[config.mk]
export PLATFORM = sky130hd
export DESIGN_NAME = dac_cmd_decoder
export DESIGN_NICKNAME = d
export VERILOG_FILES = /design/src/rtl/dacdec_pkg.sv /design/src/rtl/dacdec_decode.sv /design/src/rtl/dacdec_chan.sv /design/src/rtl/dac_cmd_decoder.sv
export SDC_FILE = /design/constraint.sdc
export NUM_CORES = 1
export LEC_CHECK = 0
export ABC_CLOCK_PERIOD_IN_PS = 1000
export BUFFER_PORTS_ARGS = -buffer_cell sky130_fd_sc_hd__buf_2
export CAP_MARGIN = 0
export CORE_UTILIZATION = 35
export DETAILED_ROUTE_END_ITERATION = 8
export GPL_TIMING_DRIVEN = 0
export PLACE_DENSITY = 0.64
export SYNTH_ARGS = -nofsm -noshare
export SYNTH_HDL_FRONTEND = slang
export SYNTH_HIERARCHICAL = 1
export SYNTH_SLANG_ARGS = --single-unit
[constraint.sdc]
create_clock -name clk -period 1 [get_ports clk]
set_input_delay 0 -clock clk [delete_from_list [all_inputs] [get_ports clk]]
set_output_delay 0 -clock clk [all_outputs]
set_load 0.02 [all_outputs]
[src/rtl/dacdec_pkg.sv]
package dacdec_pkg;
    localparam int SEL_W  = 4;
    localparam int SUB_W  = 4;
    localparam int CODE_W = 8;
    localparam int DATA_W = 12;

    localparam logic [SEL_W-1:0] SEL_SPECIAL = 4'd0;
    localparam logic [SEL_W-1:0] SEL_XWR     = 4'd13;
    localparam logic [SEL_W-1:0] SEL_XRD     = 4'd14;
    localparam logic [SEL_W-1:0] SEL_XCFG    = 4'd15;

    localparam logic [SUB_W-1:0] SUB_WRITE   = 4'b0000;
    localparam logic [SUB_W-1:0] SUB_HIZ     = 4'b0001;
    localparam logic [SUB_W-1:0] SUB_BCAST   = 4'b1100;
    localparam logic [SUB_W-1:0] SUB_HIZ_ALL = 4'b1101;
    localparam logic [SUB_W-1:0] SUB_RESET   = 4'b1110;

    typedef enum logic [3:0] {
        OP_NONE, OP_WR, OP_HIZ, OP_BCAST, OP_HIZ_ALL, OP_RST, OP_XWR, OP_XRD, OP_XCFG
    } op_e;

    typedef struct packed {
        op_e               op;
        logic [SEL_W-1:0]  sel;
        logic [CODE_W-1:0] code;
        logic [DATA_W-1:0] data;
    } dec_t;
endpackage

[src/rtl/dacdec_decode.sv]
module dacdec_decode
    import dacdec_pkg::*;
#(
    parameter int NUM_CH       = 12,
    parameter int FIRST_SHARED = 5
) (
    input  logic        cmd_valid,
    input  logic [15:0] cmd_word,
    output dec_t        dec
);
    logic [SEL_W-1:0] sel;
    logic [SUB_W-1:0] sub;
    logic             is_chan;
    logic             is_shared;

    always_comb begin
        sel       = cmd_word[SEL_W-1:0];
        sub       = cmd_word[SEL_W+SUB_W-1:SEL_W];
        is_chan   = (int'(sel) >= 1) && (int'(sel) <= NUM_CH);
        is_shared = (int'(sel) >= FIRST_SHARED) && (int'(sel) <= NUM_CH);

        dec.op   = OP_NONE;
        dec.sel  = sel;
        dec.code = cmd_word[15:SEL_W+SUB_W];
        dec.data = cmd_word[15:SEL_W];

        if (cmd_valid) begin
            if (sel == SEL_SPECIAL) begin
                unique case (sub)
                    SUB_BCAST:   dec.op = OP_BCAST;
                    SUB_HIZ_ALL: dec.op = OP_HIZ_ALL;
                    SUB_RESET:   dec.op = OP_RST;
                    default:     dec.op = OP_NONE;
                endcase
            end else if (sel == SEL_XWR) begin
                dec.op = OP_XWR;
            end else if (sel == SEL_XRD) begin
                dec.op = OP_XRD;
            end else if (sel == SEL_XCFG) begin
                dec.op = OP_XCFG;
            end else if (is_chan && sub == SUB_WRITE) begin
                dec.op = OP_WR;
            end else if (is_shared && sub == SUB_HIZ) begin
                dec.op = OP_HIZ;
            end
        end
    end
endmodule

[src/rtl/dacdec_chan.sv]
module dacdec_chan
    import dacdec_pkg::*;
(
    input  logic              clk,
    input  logic              rst_n,
    input  logic              load,
    input  logic [CODE_W-1:0] code_in,
    output logic [CODE_W-1:0] code_q,
    output logic              upd_q
);
    typedef struct packed {
        logic [CODE_W-1:0] code;
        logic              upd;
    } chan_t;

    chan_t st_d, st_q;

    always_comb begin
        st_d     = st_q;
        st_d.upd = load;
        if (load) begin
            st_d.code = code_in;
        end
    end

    always_ff @(posedge clk or negedge rst_n) begin
        if (!rst_n) begin
            st_q <= '0;
        end else begin
            st_q <= st_d;
        end
    end

    assign code_q = st_q.code;
    assign upd_q  = st_q.upd;
endmodule

[src/rtl/dac_cmd_decoder.sv]
module dac_cmd_decoder
    import dacdec_pkg::*;
#(
    parameter int NUM_CH       = 12,
    parameter int FIRST_SHARED = 5
) (
    input  logic                     clk,
    input  logic                     rst_n,
    input  logic                     cmd_valid,
    input  logic [15:0]              cmd_word,
    output logic [NUM_CH*CODE_W-1:0] dac_code_o,
    output logic [NUM_CH-FIRST_SHARED:0] ana_en_o,
    output logic [NUM_CH-1:0]        ch_upd_o,
    output logic                     exp_wr_o,
    output logic                     exp_rd_o,
    output logic                     exp_cfg_o,
    output logic [DATA_W-1:0]        exp_data_o
);
    localparam int NUM_SHARED = NUM_CH - FIRST_SHARED + 1;

    typedef struct packed {
        logic [NUM_SHARED-1:0] en;
        logic                  xwr;
        logic                  xrd;
        logic                  xcfg;
        logic [DATA_W-1:0]     data;
    } top_t;

    dec_t dec;
    top_t st_d, st_q;

    dacdec_decode #(
        .NUM_CH      (NUM_CH),
        .FIRST_SHARED(FIRST_SHARED)
    ) u_decode (
        .cmd_valid(cmd_valid),
        .cmd_word (cmd_word),
        .dec      (dec)
    );

    for (genvar c = 1; c <= NUM_CH; c++) begin : g_chan
        logic              load;
        logic [CODE_W-1:0] code_in;
        always_comb begin
            load    = ((dec.op == OP_WR) && (dec.sel == SEL_W'(c)))
                   || (dec.op == OP_BCAST) || (dec.op == OP_RST);
            code_in = (dec.op == OP_RST) ? '0 : dec.code;
        end
        dacdec_chan u_chan (
            .clk    (clk),
            .rst_n  (rst_n),
            .load   (load),
            .code_in(code_in),
            .code_q (dac_code_o[(c-1)*CODE_W +: CODE_W]),
            .upd_q  (ch_upd_o[c-1])
        );
    end

    always_comb begin
        st_d      = st_q;
        st_d.xwr  = (dec.op == OP_XWR);
        st_d.xrd  = (dec.op == OP_XRD);
        st_d.xcfg = (dec.op == OP_XCFG);
        if (st_d.xwr || st_d.xrd || st_d.xcfg) begin
            st_d.data = dec.data;
        end
        for (int k = 0; k < NUM_SHARED; k++) begin
            unique case (dec.op)
                OP_WR:                      if (dec.sel == SEL_W'(FIRST_SHARED + k)) st_d.en[k] = 1'b1;
                OP_HIZ:                     if (dec.sel == SEL_W'(FIRST_SHARED + k)) st_d.en[k] = 1'b0;
                OP_BCAST:                   st_d.en[k] = 1'b1;
                OP_HIZ_ALL, OP_RST:         st_d.en[k] = 1'b0;
                default:                    st_d.en[k] = st_q.en[k];
            endcase
        end
    end

    always_ff @(posedge clk or negedge rst_n) begin
        if (!rst_n) begin
            st_q <= '0;
        end else begin
            st_q <= st_d;
        end
    end

    assign ana_en_o   = st_q.en;
    assign exp_wr_o   = st_q.xwr;
    assign exp_rd_o   = st_q.xrd;
    assign exp_cfg_o  = st_q.xcfg;
    assign exp_data_o = st_q.data;
endmodule

==> results.sh <==
export IMPL_sum_of_overflow_across_all_layers_after_global_routing=0
export IMPL_die_h_um=132
export IMPL_dr_total_vias=3920
export IMPL_placed_area_sq_mm=0.00701
export IMPL_final_max_slew_viol_count=0
export IMPL_area_growth_pct=42.6
export IMPL_r2r_slack_ns=0.04
export IMPL_power_density_cell_area_mw_per_mm2=2300
export IMPL_worst_hold_path_type="in2reg"
export IMPL_clk_pin_slew_ns=0.05
export IMPL_via_count_of_the_first_global_routing_pass=4069
export IMPL_distinct_cell_type_count_after_synthesis=43
export IMPL_final_cell_mix="131 x sky130_fd_sc_hd__dfrtp_1, 125 x sky130_fd_sc_hd__buf_2, 108 x sky130_fd_sc_hd__mux2_4"
export IMPL_num_io_pins=150
export IMPL_finish_cell_count_without_fillers=827
export IMPL_maximum_number_of_pins_on_one_net_before_global_route_repair=76
export IMPL_setup_repair_after_global_routing_missed_its_margin="yes"
export IMPL_dp_hpwl_mm=9.93
export IMPL_timing_critical_path_from_type="input port"
export IMPL_regToRegEndpoint="ana_en_o[7]"
export IMPL_clk_insertion_delay_late_ns=0.41
export IMPL_post_route_worst_setup_slack_ns=-1.61
export IMPL_routed_via_density=4.74
export IMPL_share_of_the_clock_period_used_by_the_worst_path_after_layout=2.61
export IMPL_worstPathArrival_ns=2.90
export IMPL_hold_ws_ns=0.0800
export IMPL_n_fill_cell=1447
export IMPL_synth_seq_area_share=0.552
export IMPL_stdcell_area_sq_mm=0.00847
export IMPL_fp_dieW_um=132
export IMPL_antenna_violating_nets_post_route=0
export IMPL_tritoncts="done"
export IMPL_place_port_buffers=140
export IMPL_starting_density_of_the_core=0.358
export IMPL_run_status="complete, but fails checks"
export IMPL_cts_made_buffers=17
export IMPL_slew_headroom=0.639
export IMPL_cts_sink_count=131
export IMPL_finClkSkew_ns=0
export IMPL_post_synthesis_cell_area_sq_mm=0.00594
export IMPL_routed_wire_length_per_instance_um=19.4
export IMPL_drc_errors_left=0
export IMPL_fin_total_pwr_mw=19.5
export IMPL_gpl_final_weighted_congestion=0.782
export IMPL_ys_warn_count=6
export IMPL_post_route_cells_drive_above_1_share=0.661
export IMPL_timing_critical_path_required_ns=1.29
export IMPL_fmaxAchievable_ghz=0.384
export IMPL_core_area_sq_mm=0.0166
export IMPL_timing_final_hold_violations=0
export IMPL_antenna_cells_inserted=0
export IMPL_avgSynthCellArea_sq_um=15.2
export IMPL_synthCells=391
export IMPL_timing_final_crit_period_ns=2.61
export IMPL_maxCapViolations=0
export IMPL_grt_total_usage=0.187
export IMPL_final_common_cell="sky130_fd_sc_hd__dfrtp_1"
export IMPL_reg2reg_depth=2
export IMPL_crit_type="in2reg"
export IMPL_failed_checks="setup timing"
export IMPL_finalWirelength_mm=16.0
export IMPL_die_area_sq_mm=0.0175
export IMPL_power_leakage_nw=4.28
export IMPL_grt_pass1_wl_mm=24.4
export IMPL_antenna_found_initial=0
export IMPL_drt_first_pass_iters=4
export IMPL_hold_depth=4
export IMPL_critical_path_peak_fanout=8
export IMPL_worstReg2RegStart="ana_en_o[7]"
export IMPL_dr_first_iter_drc_count=97
export IMPL_slowest_stage="sky130_fd_sc_hd__or4_4"
export IMPL_min_delay_worst_endpoint="exp_cfg_o"
export IMPL_syn_num_nets=410
export IMPL_floorplan_rows=47
export IMPL_numPlacedInstances=752
export IMPL_timing_worst_slew_pin_value_ns=0.541
export IMPL_hold_start="cmd_valid"
export IMPL_final_nets=617
export IMPL_end_kind="flop"
export IMPL_ir_drop_v=0.00118
export IMPL_crit_path_max_incr_delay_ns=0.48
export IMPL_crit_path_cell_trace="buf_8 > or3_4 > or4_4 > o41ai_2 > bufbuf_8 > or4b_4 > or3_4 > o21ai_4 > buf_8 > mux2_4"
export IMPL_clock_tree_root_cell="sky130_fd_sc_hd__clkbuf_16"
export IMPL_report_final_setup_viol=131
export IMPL_synth_seq_cells=131
export IMPL_cts_max_level=4
export IMPL_clock_path_buffers=2
-- cell usage after synthesis --
cell / count / area share
sky130_fd_sc_hd__a21oi_1: 2 / 0.0017
sky130_fd_sc_hd__o32a_1: 8 / 0.013
sky130_fd_sc_hd__nor4_1: 1 / 0.0011
sky130_fd_sc_hd__o21ai_1: 12 / 0.010
sky130_fd_sc_hd__buf_2: 4 / 0.0034
sky130_fd_sc_hd__a2bb2oi_1: 1 / 0.0015
sky130_fd_sc_hd__mux2_4: 96 / 0.24
sky130_fd_sc_hd__a311oi_1: 2 / 0.0029
sky130_fd_sc_hd__o41ai_1: 1 / 0.0015
sky130_fd_sc_hd__xnor2_1: 3 / 0.0044
sky130_fd_sc_hd__o221a_2: 1 / 0.0019
sky130_fd_sc_hd__a211oi_1: 5 / 0.0063
sky130_fd_sc_hd__nand2b_1: 7 / 0.0074
sky130_fd_sc_hd__nor2b_1: 13 / 0.014
sky130_fd_sc_hd__or4_1: 1 / 0.0013
sky130_fd_sc_hd__nor4b_1: 2 / 0.0029
sky130_fd_sc_hd__mux2_2: 2 / 0.0038
sky130_fd_sc_hd__dfrtp_1: 131 / 0.55
sky130_fd_sc_hd__and3_2: 2 / 0.0025
sky130_fd_sc_hd__clkbuf_1: 4 / 0.0025
sky130_fd_sc_hd__nor4b_2: 1 / 0.0025
sky130_fd_sc_hd__o21a_1: 1 / 0.0013
sky130_fd_sc_hd__a31oi_1: 1 / 0.0011
sky130_fd_sc_hd__or2_2: 1 / 0.0011
sky130_fd_sc_hd__buf_4: 24 / 0.030
sky130_fd_sc_hd__xor2_1: 1 / 0.0015
sky130_fd_sc_hd__or3_4: 2 / 0.0038
sky130_fd_sc_hd__nor4bb_1: 1 / 0.0017
sky130_fd_sc_hd__nand2_1: 5 / 0.0032
sky130_fd_sc_hd__nand3b_1: 1 / 0.0013
sky130_fd_sc_hd__o311a_1: 1 / 0.0017
sky130_fd_sc_hd__nor3_1: 10 / 0.0084
sky130_fd_sc_hd__inv_1: 2 / 0.0013
sky130_fd_sc_hd__or2_1: 1 / 0.0011
sky130_fd_sc_hd__mux2_1: 10 / 0.019
sky130_fd_sc_hd__or4b_1: 2 / 0.0034
sky130_fd_sc_hd__a21boi_0: 1 / 0.0013
sky130_fd_sc_hd__nand3_1: 2 / 0.0017
sky130_fd_sc_hd__buf_6: 14 / 0.027
sky130_fd_sc_hd__nor2_1: 6 / 0.0038
sky130_fd_sc_hd__and4bb_1: 1 / 0.0021
sky130_fd_sc_hd__nor3b_1: 3 / 0.0038
sky130_fd_sc_hd__o21ai_0: 2 / 0.0017
-- where the power goes --
group | switching [mW] | leakage (nW) | internal [mW]
clock network | 2.16 | 0.250 | 3.21
registers | 0.837 | 1.69 | 6.71
logic | 3.33 | 2.34 | 3.28
-- per-stage QoR --
step           setup TNS, ns  setup slack (ns)  utilization
3_3_place_gp         -466.05             -2.19        0.421
5_1_grt              -181.85             -1.62        0.511
4_1_cts              -172.24             -1.60        0.490
3_5_place_dp         -249.77             -2.25        0.423
6_report             -177.12             -1.61        0.511
2_1_floorplan        -198.18             -1.85            -
-- final cells by class --
type                            instances  area, sq um  area share
Buffer                                 45          447      0.0527
Clock buffer                           21          460      0.0544
Clock inverter                          7         37.5     0.00443
Inverter                                2         7.51    0.000886
Multi-Input combinational cell        213         2710       0.319
Sequential cell                       131         3280       0.387
Tap cell                              220          275      0.0325
Timing Repair Buffer                  188         1260       0.149
-- metal layers --
metal | up-vias | GRT usage | part of all wire
li1 | 1789 | - | -
met1 | 2010 | 0.231 | 0.43
met2 | 104 | 0.320 | 0.52
met3 | 17 | 0.0408 | 0.036
met4 | 0 | 0.0677 | 0.015
met5 | - | 0 | 0
-- worst max-delay path, delay by kind of cell --
family	cells	cell delay, ns
simple gates	4	1.77
buf+inv	3	0.54
mux	1	0.31
compound gates	2	0.26
-- what timing repair did --
action | 4_1_cts | 5_1_grt
pin swaps | 16 | 21
endpoints found under the setup margin | 134 | 191
gates resized for setup | 79 | 55
hold buffers | 13 | 0
hold endpoints to repair | 69 | 0
setup buffers | 14 | 20
cloned | 1 | 1
-- registers in the layout (all words and copies together) (netlist names) --
register	cells
g_chan.u_chan/upd_q	12
exp_rd_o	1
exp_wr_o	1
ana_en_o	8
exp_cfg_o	1
g_chan.u_chan/code_q	96
exp_data_o	12
-- cell families after synthesis --
| logic type | synth area share |
|---|---|
| DFF | 0.552 |
| muxes | 0.265 |
| and+or+nand+nor | 0.0666 |
| buffers and inverters | 0.0640 |
| AOI/OAI and AO/OA | 0.0463 |
| xor gates and xnor gates | 0.00590 |
-- how the worst max path moves through the flow --
stage                            from                          to  slack, ns  depth (start not counted)
final                     cmd_word[2]  g_chan[3].u_chan/code_q[0]      -1.61                         10
after global routing      cmd_word[2]  g_chan[3].u_chan/code_q[0]      -1.62                         10
after CTS                 cmd_word[2]  g_chan[1].u_chan/code_q[3]      -1.60                         11
after detailed placement  cmd_word[4]  g_chan[7].u_chan/code_q[3]      -2.25                         11
after global placement    cmd_word[2]  g_chan[7].u_chan/code_q[4]      -2.19                         11
after floorplan           cmd_word[1]  g_chan[1].u_chan/code_q[0]      -1.85                         11
(Power assumes the default switching activity.)
